`config.mk`:
```
export PLATFORM = sky130hd
export DESIGN_NAME = disp_frame_tx
export DESIGN_NICKNAME = d
export VERILOG_FILES = /design/src/rtl/dsl_pkg.sv /design/src/rtl/dsl_half_timer.sv /design/src/rtl/dsl_frame_shreg.sv /design/src/rtl/dsl_holdoff.sv /design/src/rtl/disp_frame_tx.sv
export SDC_FILE = /design/constraint.sdc
export NUM_CORES = 1
export LEC_CHECK = 0
export BUFFER_PORTS_ARGS = -buffer_cell sky130_fd_sc_hd__buf_2
export CAP_MARGIN = 40
export CORE_ASPECT_RATIO = 0.9
export CORE_MARGIN = 1
export CORE_UTILIZATION = 56
export CTS_BUF_LIST = sky130_fd_sc_hd__clkbuf_4
export DETAILED_ROUTE_END_ITERATION = 10
export PLACE_DENSITY = 0.81
export SYNTH_ARGS = -nofsm -noshare
export SYNTH_HDL_FRONTEND = slang
export SYNTH_HIERARCHICAL = 1
export SYNTH_SLANG_ARGS = --single-unit
```
`constraint.sdc`:
```
create_clock -name clk -period 2.1 [get_ports clk]
set_clock_uncertainty 0.15 [all_clocks]
set_input_delay 0.105 -clock clk [delete_from_list [all_inputs] [get_ports clk]]
set_output_delay 0.105 -clock clk [all_outputs]
set_load 0.02 [all_outputs]
```
`src/rtl/dsl_pkg.sv`:
```
package dsl_pkg;

    localparam int FRAME_BITS = 24;
    localparam logic [7:0] SYNC_CMD = 8'hF8;
    localparam logic [7:0] SYNC_DAT = 8'hFA;

    typedef enum logic [1:0] {
        ST_IDLE,
        ST_LEAD,
        ST_SHIFT,
        ST_HOLD
    } dsl_state_e;

    typedef struct packed {
        logic       is_data;
        logic [7:0] payload;
    } dsl_req_t;

    typedef struct packed {
        logic sel_n;
        logic sclk;
        logic sdo;
    } dsl_pins_t;

    localparam dsl_pins_t PINS_IDLE = '{sel_n: 1'b1, sclk: 1'b1, sdo: 1'b0};

    // Nibble in wire order: bit 0 goes out first, so it lands in the top position.
    function automatic logic [3:0] nib_wire(input logic [3:0] n);
        return {n[0], n[1], n[2], n[3]};
    endfunction

    // Whole frame; bit FRAME_BITS-1 is the first bit on the wire.
    function automatic logic [FRAME_BITS-1:0] build_frame(input dsl_req_t r);
        logic [7:0] sync;
        sync = r.is_data ? SYNC_DAT : SYNC_CMD;
        return {sync,
                nib_wire(r.payload[3:0]), 4'b0000,
                nib_wire(r.payload[7:4]), 4'b0000};
    endfunction

endpackage

```
`src/rtl/dsl_half_timer.sv`:
```
module dsl_half_timer #(
    parameter int HALF_CYC = 4
) (
    input  logic clk,
    input  logic rst,
    input  logic run,
    output logic span_end
);
    localparam int CW = (HALF_CYC > 1) ? $clog2(HALF_CYC) : 1;

    logic [CW-1:0] cnt;

    assign span_end = run && (cnt == CW'(HALF_CYC - 1));

    always_ff @(posedge clk) begin
        if (rst || !run || span_end) begin
            cnt <= '0;
        end else begin
            cnt <= cnt + 1'b1;
        end
    end


    span_from_zero_chk: assert property (@(posedge clk) disable iff (rst)
        $rose(run) |-> (cnt == '0));

endmodule

```
`src/rtl/dsl_frame_shreg.sv`:
```
module dsl_frame_shreg #(
    parameter int W = 24
) (
    input  logic         clk,
    input  logic         rst,
    input  logic         load,
    input  logic [W-1:0] frame_in,
    input  logic         take,
    output logic         head,
    output logic         all_taken
);
    localparam int CW = $clog2(W + 1);

    logic [W-1:0]  sreg;
    logic [CW-1:0] taken;

    assign head      = sreg[W-1];
    assign all_taken = (taken == CW'(W));

    always_ff @(posedge clk) begin
        if (rst) begin
            sreg  <= '0;
            taken <= '0;
        end else if (load) begin
            sreg  <= frame_in;
            taken <= '0;
        end else if (take) begin
            sreg  <= {sreg[W-2:0], 1'b0};
            taken <= taken + 1'b1;
        end
    end


    take_in_range_chk: assert property (@(posedge clk) disable iff (rst)
        take |-> !all_taken);


    no_load_and_take_chk: assert property (@(posedge clk) disable iff (rst)
        !(load && take));

endmodule

```
`src/rtl/dsl_holdoff.sv`:
```
module dsl_holdoff #(
    parameter int HOLD_CYC = 1000
) (
    input  logic clk,
    input  logic rst,
    input  logic active,
    output logic expire
);
    generate
        if (HOLD_CYC == 0) begin : g_none
            assign expire = active;
        end else begin : g_cnt
            localparam int HW = (HOLD_CYC > 1) ? $clog2(HOLD_CYC) : 1;
            logic [HW-1:0] cnt;

            assign expire = active && (cnt == HW'(HOLD_CYC - 1));

            always_ff @(posedge clk) begin
                if (rst || !active || expire) begin
                    cnt <= '0;
                end else begin
                    cnt <= cnt + 1'b1;
                end
            end


            hold_from_zero_chk: assert property (@(posedge clk) disable iff (rst)
                $rose(active) |-> (cnt == '0));
        end
    endgenerate

endmodule

```
`src/rtl/disp_frame_tx.sv`:
```
module disp_frame_tx #(
    parameter int HALF_CYC = 4,
    parameter int HOLD_CYC = 1000000
) (
    input  logic       clk,
    input  logic       rst,
    input  logic       in_valid,
    output logic       in_ready,
    input  logic       in_is_data,
    input  logic [7:0] in_byte,
    output logic       done,
    output logic       lnk_sel_n,
    output logic       lnk_sclk,
    output logic       lnk_sdo
);
    import dsl_pkg::*;

    dsl_state_e st;
    dsl_pins_t  pins;
    dsl_req_t   req;
    logic       phase_hi;
    logic       done_q;

    logic run, span_end, load, take, head, all_taken, hold_act, expire;
    logic [FRAME_BITS-1:0] frame;

    assign req      = '{is_data: in_is_data, payload: in_byte};
    assign frame    = build_frame(req);
    assign in_ready = (st == ST_IDLE);
    assign load     = in_ready && in_valid;
    assign run      = (st == ST_LEAD) || (st == ST_SHIFT);
    assign hold_act = (st == ST_HOLD);
    assign take     = span_end &&
                      ((st == ST_LEAD) || (st == ST_SHIFT && phase_hi && !all_taken));

    dsl_half_timer #(.HALF_CYC(HALF_CYC)) u_half (
        .clk(clk), .rst(rst), .run(run), .span_end(span_end)
    );

    dsl_frame_shreg #(.W(FRAME_BITS)) u_shreg (
        .clk(clk), .rst(rst), .load(load), .frame_in(frame), .take(take),
        .head(head), .all_taken(all_taken)
    );

    dsl_holdoff #(.HOLD_CYC(HOLD_CYC)) u_hold (
        .clk(clk), .rst(rst), .active(hold_act), .expire(expire)
    );

    always_ff @(posedge clk) begin
        if (rst) begin
            st       <= ST_IDLE;
            pins     <= PINS_IDLE;
            phase_hi <= 1'b0;
            done_q   <= 1'b0;
        end else begin
            done_q <= 1'b0;
            unique case (st)
                ST_IDLE: begin
                    if (in_valid) begin
                        st         <= ST_LEAD;
                        pins.sel_n <= 1'b0;
                    end
                end
                ST_LEAD: begin
                    if (span_end) begin
                        st        <= ST_SHIFT;
                        pins.sclk <= 1'b0;
                        pins.sdo  <= head;
                        phase_hi  <= 1'b0;
                    end
                end
                ST_SHIFT: begin
                    if (span_end) begin
                        if (!phase_hi) begin
                            pins.sclk <= 1'b1;
                            phase_hi  <= 1'b1;
                        end else if (all_taken) begin
                            pins <= PINS_IDLE;
                            if (HOLD_CYC == 0) begin
                                st     <= ST_IDLE;
                                done_q <= 1'b1;
                            end else begin
                                st <= ST_HOLD;
                            end
                        end else begin
                            pins.sclk <= 1'b0;
                            pins.sdo  <= head;
                            phase_hi  <= 1'b0;
                        end
                    end
                end
                ST_HOLD: begin
                    if (expire) begin
                        st     <= ST_IDLE;
                        done_q <= 1'b1;
                    end
                end
                default: st <= ST_IDLE;
            endcase
        end
    end

    assign lnk_sel_n = pins.sel_n;
    assign lnk_sclk  = pins.sclk;
    assign lnk_sdo   = pins.sdo;
    assign done      = done_q;


    idle_clk_high_chk: assert property (@(posedge clk) disable iff (rst)
        lnk_sel_n |-> lnk_sclk);


    idle_sdo_low_chk: assert property (@(posedge clk) disable iff (rst)
        lnk_sel_n |-> !lnk_sdo);


    data_steady_high_chk: assert property (@(posedge clk) disable iff (rst)
        (!lnk_sel_n && $past(!lnk_sel_n) && lnk_sclk) |-> $stable(lnk_sdo));


    sel_fall_clk_high_chk: assert property (@(posedge clk) disable iff (rst)
        $fell(lnk_sel_n) |-> lnk_sclk);


    busy_not_ready_chk: assert property (@(posedge clk) disable iff (rst)
        !lnk_sel_n |-> !in_ready);


    done_single_chk: assert property (@(posedge clk) disable iff (rst)
        done |=> !done);


    done_with_ready_chk: assert property (@(posedge clk) disable iff (rst)
        done |-> in_ready);

    generate
        if (HOLD_CYC > 0) begin : g_hold_chk

            hold_gap_chk: assert property (@(posedge clk) disable iff (rst)
                $rose(lnk_sel_n) |-> !in_ready);
        end
    endgenerate

endmodule

```
Word level (Yosys, flattened, before mapping)

Index checks and enable logic that the tools add are counted.

Bits in registers: 54
Latch bits: 0
Memory bits (writable): 0
Bits in read-only memories: 0
Input bits: 12
Output and inout bits: 5
Logic and storage cells: 78
Memories kept: 0

Add/sub/neg operators: 3
Multipliers: 0
Divide/modulo/power cells: 0
$lt $le $gt $ge: 0
Equal/unequal tests: 12
Shift-type cells: 0
Muxes and demuxes: 26
Bitwise gates (word level): 1
Reduce and logical (&&, ||, !) cells: 25

Operators with widths:

| cell                                                 | count |
|---|---|
| 2-to-1 mux 24 bit                                    | 2 |
| adder 20 x 1 -> 20 bit (second input constant)       | 1 |
| equality test 20 bit (second input constant)         | 1 |
| 2-to-1 mux 2 bit                                     | 9 |
| inequality test 2 bit (second input constant)        | 6 |
| 2-to-1 mux 1 bit                                     | 10 |
| case mux 2 bit (4 select lines)                      | 1 |
| equality test 2 bit (second input constant)          | 3 |
| logical AND 1 bit                                    | 6 |
| logical OR 1 bit                                     | 6 |
| AND reduction 6 bit                                  | 1 |
| nonzero test 2 bit                                   | 3 |
| adder 5 x 1 -> 5 bit (second input constant)         | 1 |
| equality test 5 bit (second input constant)          | 1 |
| AND reduction 5 bit                                  | 1 |
| case mux 1 bit (2 select lines)                      | 2 |
| case mux 2 bit (2 select lines)                      | 1 |
| AND reduction 4 bit                                  | 1 |
| OR reduction 2 bit                                   | 2 |
| zero test 1 bit                                      | 3 |
| 2-to-1 mux 3 bit                                     | 1 |
| AND reduction 3 bit                                  | 1 |
| adder 2 x 1 -> 2 bit (second input constant)         | 1 |
| equality test 2 x 1 -> 1 bit (second input constant) | 1 |
| 2 further kinds                                      | 2 |

Logic depth before layout (Yosys ltp)

Depth after elaboration: 7
Mapped depth: 9
Depth with buffers taken out: 7

Modules after synthesis

The synthesis kept the hierarchy.

By module, submodules not included:

| module          | times used | cells each | area each (um^2) | sequential area each (um^2) |
|---|---|---|---|---|
| dsl_frame_shreg | 1          | 135        | 1368.8           | 580.6 |
| dsl_holdoff     | 1          | 108        | 992.2            | 400.4 |
| disp_frame_tx   | 1          | 57         | 460.4            | 140.1 |
| dsl_half_timer  | 1          | 6          | 86.3             | 40.0 |

Worst setup path before layout

OpenSTA, ideal clock, no wires.

Kind: register to register
Start: reg u_hold.g_cnt.cnt[0]
End: reg st[0]
Library setup time: 0.070 ns
Data arrival time: 1.941 ns
Required time: 1.880 ns
Slack: -0.061 ns
Stages on the path, launching flop included: 9
Path buffers: 1
Clock period less this slack: 2.161 ns
Cell sequence: dfxtp_1 -> ha_1 -> nand3_4 -> or2_1 -> buf_6 -> nor2_1 -> o22ai_2 -> or4_1 -> a21oi_1

Cells in the longest elaborated chain, start to end: 4

Ends and longest elaborated chain:

| element                         | line                | text |
|---|---|---|
| from (decl)                     | dsl_holdoff.sv:14   | `logic [HW-1:0] cnt;` |
| from (signal assigned)          | dsl_holdoff.sv:22   | `cnt <= cnt + 1'b1;` |
| equality test 20 bit            | dsl_holdoff.sv:16   | `assign expire = active && (cnt == HW'(HOLD_CYC - 1));` |
| logical AND 1 bit               | dsl_holdoff.sv:16   |  |
| via expire                      | disp_frame_tx.sv:24 | `logic run, span_end, load, take, head, all_taken, hold_act, expire;` |
| inequality test 2 bit (no line) | --                  |  |
| AND reduction 6 bit (no line)   | --                  |  |
| to (signal assigned)            | disp_frame_tx.sv:51 | `st <= ST_IDLE;` |
| to (signal assigned)            | disp_frame_tx.sv:60 | `st <= ST_LEAD;` |
| to (signal assigned)            | disp_frame_tx.sv:66 | `st <= ST_SHIFT;` |
| to (decl)                       | disp_frame_tx.sv:18 | `dsl_state_e st;` |

The timed path passes the listed nets, and every way through them passes these cells.
A chain may end at the register's enable or synchronous reset.

Final worst setup path

Start: reg st[0]
End: reg st[1]

Elaborated cells between the ends (all ways): 15
Those cells by class: eq/ne: 9; mux: 1; reduce/logical: 5

RTL lines:

| element                         | line                | text |
|---|---|---|
| equality test 2 bit             | disp_frame_tx.sv:32 | `assign hold_act = (st == ST_HOLD);` |
| via hold_act                    | disp_frame_tx.sv:24 |  |
| logical AND 1 bit               | dsl_holdoff.sv:16   |  |
| via expire                      | disp_frame_tx.sv:24 |  |
| inequality test 2 bit (no line) | --                  |  |
| AND reduction 6 bit (no line)   | --                  |  |

The timed path passes the listed nets, and every way through them passes these cells.

==> run metrics <==
Worst Path Required 2280 ps; Rows 24; synthesized cell area 2908 um2; EDFF count, synth 0; detailed-route vias per instance 5.338; Syn Inst Count 306; Max FO, Critical Path 4; register area share after synthesis 39.93%; worst hold margin 87.11 ps; WL final 5.623 mm; largest net degree at the start of global routing 24; DR iter-0 viols 89; power share of the combinational group 30.0%; routed len/inst 12.93 um; DRC 0; grt ovf 0; Power Density 828.2 nW/um2; Syn Area/Cell 9.503 um2; CTS tree yes; async set or reset register ratio after synthesis 0%; die area 5485 um2; Synth top area share 39.93%; prevailing post-synth register cell dfxtp_1; final hold viol count 0; IO Count 17; Skew-Pair Late Insertion Delay 410 ps; FMAX 494.1 MHz; chip width 77.96 um; Crit Path Class register to register; LEAKAGE 1.272 nW; Synth top cells by count 58 x dfxtp_1, 30 x nor2_1, 25 x a211oi_1, 25 x mux2i_1, 24 x nor2b_1; Reg clk slew, reported paths 80 ps; period utilization 96.37%; Slew @ Worst Pin 754.5 ps; hpwl dp 3.894 mm; Num CTS Buffers 9; vias in the first global route 2190; cell taking the most area after synthesis dfxtp_1; ant diodes 0; CTS Sinks 58; initial antenna violation count 0; Layout Nets 389; initial core utilization 59.04%; Psw 0.0009414 W; Synth Register Bits 58; sw frac 32.56%; H-Tree Depth 3; post-route minimum period 2024 ps; Reg power frac 47.8%; DR vias 2322; CP startpoint kind register; DR pass1 iterations 4; clock buffer depth 2; worst min path class primary input to register; Crit. End Element register; slew margin rel. 49.65%; largest cells by area after synthesis dfxtp_1 40%, mux2i_1 8.6%, a211oi_1 6.5%; Die Y 70.36 um; routability cong. 0.8556; port bufs 16; fraction of layout cells with a size suffix above 1 21.08%; fin area 3491 um2; crit path DAT 2200 ps; Routed Antenna Nets 0; maximum vdd drop 0.0004287 V; final setup fails 0; Cell Area, Placed 3222 um2; Int Pwr 0.001950 W; max capacitance violation total 0; area of the core 4925 um2; clock power share 22.2%; most frequent cell after synthesis dfxtp_1; Synthesis Warnings 6; CTS root buf clkbuf_4; Yosys cell types 57; fillcell total 367; Max Slew Vio Count 0; Total GRT Usage 22.49%; outcome finished clean; area grow syn2layout 20.05%; RSZ-0062 raised after global routing yes; first-pass GRT wire length 9.549 mm
==> layout make-up <==
cell class | instances | area (um2) | area share [%]
multi-input cells | 231 | 1698 | 48.64
flip-flops and latches | 58 | 1171 | 33.55
repair buffers | 52 | 382.9 | 10.97
clock buffers | 13 | 97.59 | 2.796
well taps | 65 | 81.33 | 2.330
inverters | 15 | 56.30 | 1.613
clock inverters | 1 | 3.754 | 0.1075
==> critical path, cell delays in order (launching register included) <==
cell and delay (ps):
dfxtp_4 380, ha_4 130, nor4bb_4 190, nand4_1 180, nor2_2 170, o22ai_2 90, or4b_1 520, a21oi_1 140
==> metal layers <==
metal	GRT usage (%)	part of all wire (%)	up-vias
met2	34.12	45	39
li1	-	-	1195
met5	0	0	-
met3	7.582	3.9	10
met1	28.76	49	1078
met4	10.49	1.7	0
==> path summary, 6_finish.rpt <==
path / end / cells past startpoint / from / slack (ps)
max: st[1]$_SDFFE_PP0P_ / 7 / st[0]$_SDFFE_PP0P_ / 80
max reg2reg: st[1]$_SDFFE_PP0P_ / 7 / st[0]$_SDFFE_PP0P_ / 80
min: st[1]$_SDFFE_PP0P_ / 4 / in_valid / 90
min reg2reg: u_hold/g_cnt.cnt[0]$_SDFF_PP0_ / 1 / u_hold/g_cnt.cnt[0]$_SDFF_PP0_ / 300
==> cells by family (layout without fill, tap and decap cells) <==
group	count (synthesis)	count (layout)	synth area share (%)
AOI/OAI and AO/OA	50	50	12.48
xor gates and xnor gates	16	16	4.819
adders and majority gates	10	10	4.303
buffers and inverters	30	81	5.034
DFF	58	58	39.93
muxes	27	27	9.380
other	2	15	0.2583
and+or+nand+nor	113	113	23.80
==> sequential cells by signal, indices dropped and copies added (netlist names) <==
signal	cells
phase_hi	1
st	2
lnk_sclk	1
done	1
u_hold/g_cnt.cnt	20
lnk_sdo	1
u_shreg/taken	5
u_shreg/sreg	24
u_half/cnt	2
lnk_sel_n	1
==> per-stage QoR <==
| step | std cells | worst slack [ps] | TNS [ps] | utilization [%] | total power, W |
|---|---|---|---|---|---|
| after floorplan | 319 | 1.916 | 0 | - | 0.002000 |
| after global placement | 410 | 57.72 | 0 | 65.42 | 0.002192 |
| after detailed placement | 410 | -28.29 | -40.66 | 65.42 | 0.002226 |
| after CTS | 434 | 4.711 | 0 | 69.66 | 0.002894 |
| after global routing | 435 | -68.96 | -189.4 | 70.88 | 0.003087 |
| final | 435 | 76.27 | 0 | 70.88 | 0.002891 |
==> repair_timing <==
action | 4_1_cts | 5_1_grt
pin swaps | 1 | 5
buffers inserted | 0 | 1
hold buffers | 10 | 0
hold endpoints to repair | 18 | 0
gates resized for setup | 2 | 13
endpoints found under the setup margin | 2 | 25
==> layout by cell type (no fill, tap or decap), types with 7 or more instances in the layout <==
master / Yosys / final
inv_1: 14 / 14
dlygate4sd3_1: 0 / 10
conb_1: 2 / 15
a21oi_1: 9 / 9
clkbuf_4: 0 / 13
dfxtp_1: 58 / 54
buf_4: 2 / 24
nand3_1: 7 / 7
ha_1: 10 / 7
a211oi_1: 25 / 25
buf_2: 2 / 16
nor2b_1: 24 / 24
xnor2_1: 14 / 14
mux2i_1: 25 / 25
nand2_1: 9 / 9
nor2_1: 30 / 29
==> power by group through the flow <==
| stage | clock [W] | sequential, W | combinational (W) |
|---|---|---|---|
| final | 0.000641 | 0.00138 | 0.000867 |
| after global routing | 0.000705 | 0.00140 | 0.000977 |
| after CTS | 0.000666 | 0.00137 | 0.000857 |
| after detailed placement | 0 | 0.00139 | 0.000834 |
| after global placement | 0 | 0.00138 | 0.000810 |
| after floorplan | 0 | 0.00139 | 0.000614 |
Power figures use the tool's default switching activity.
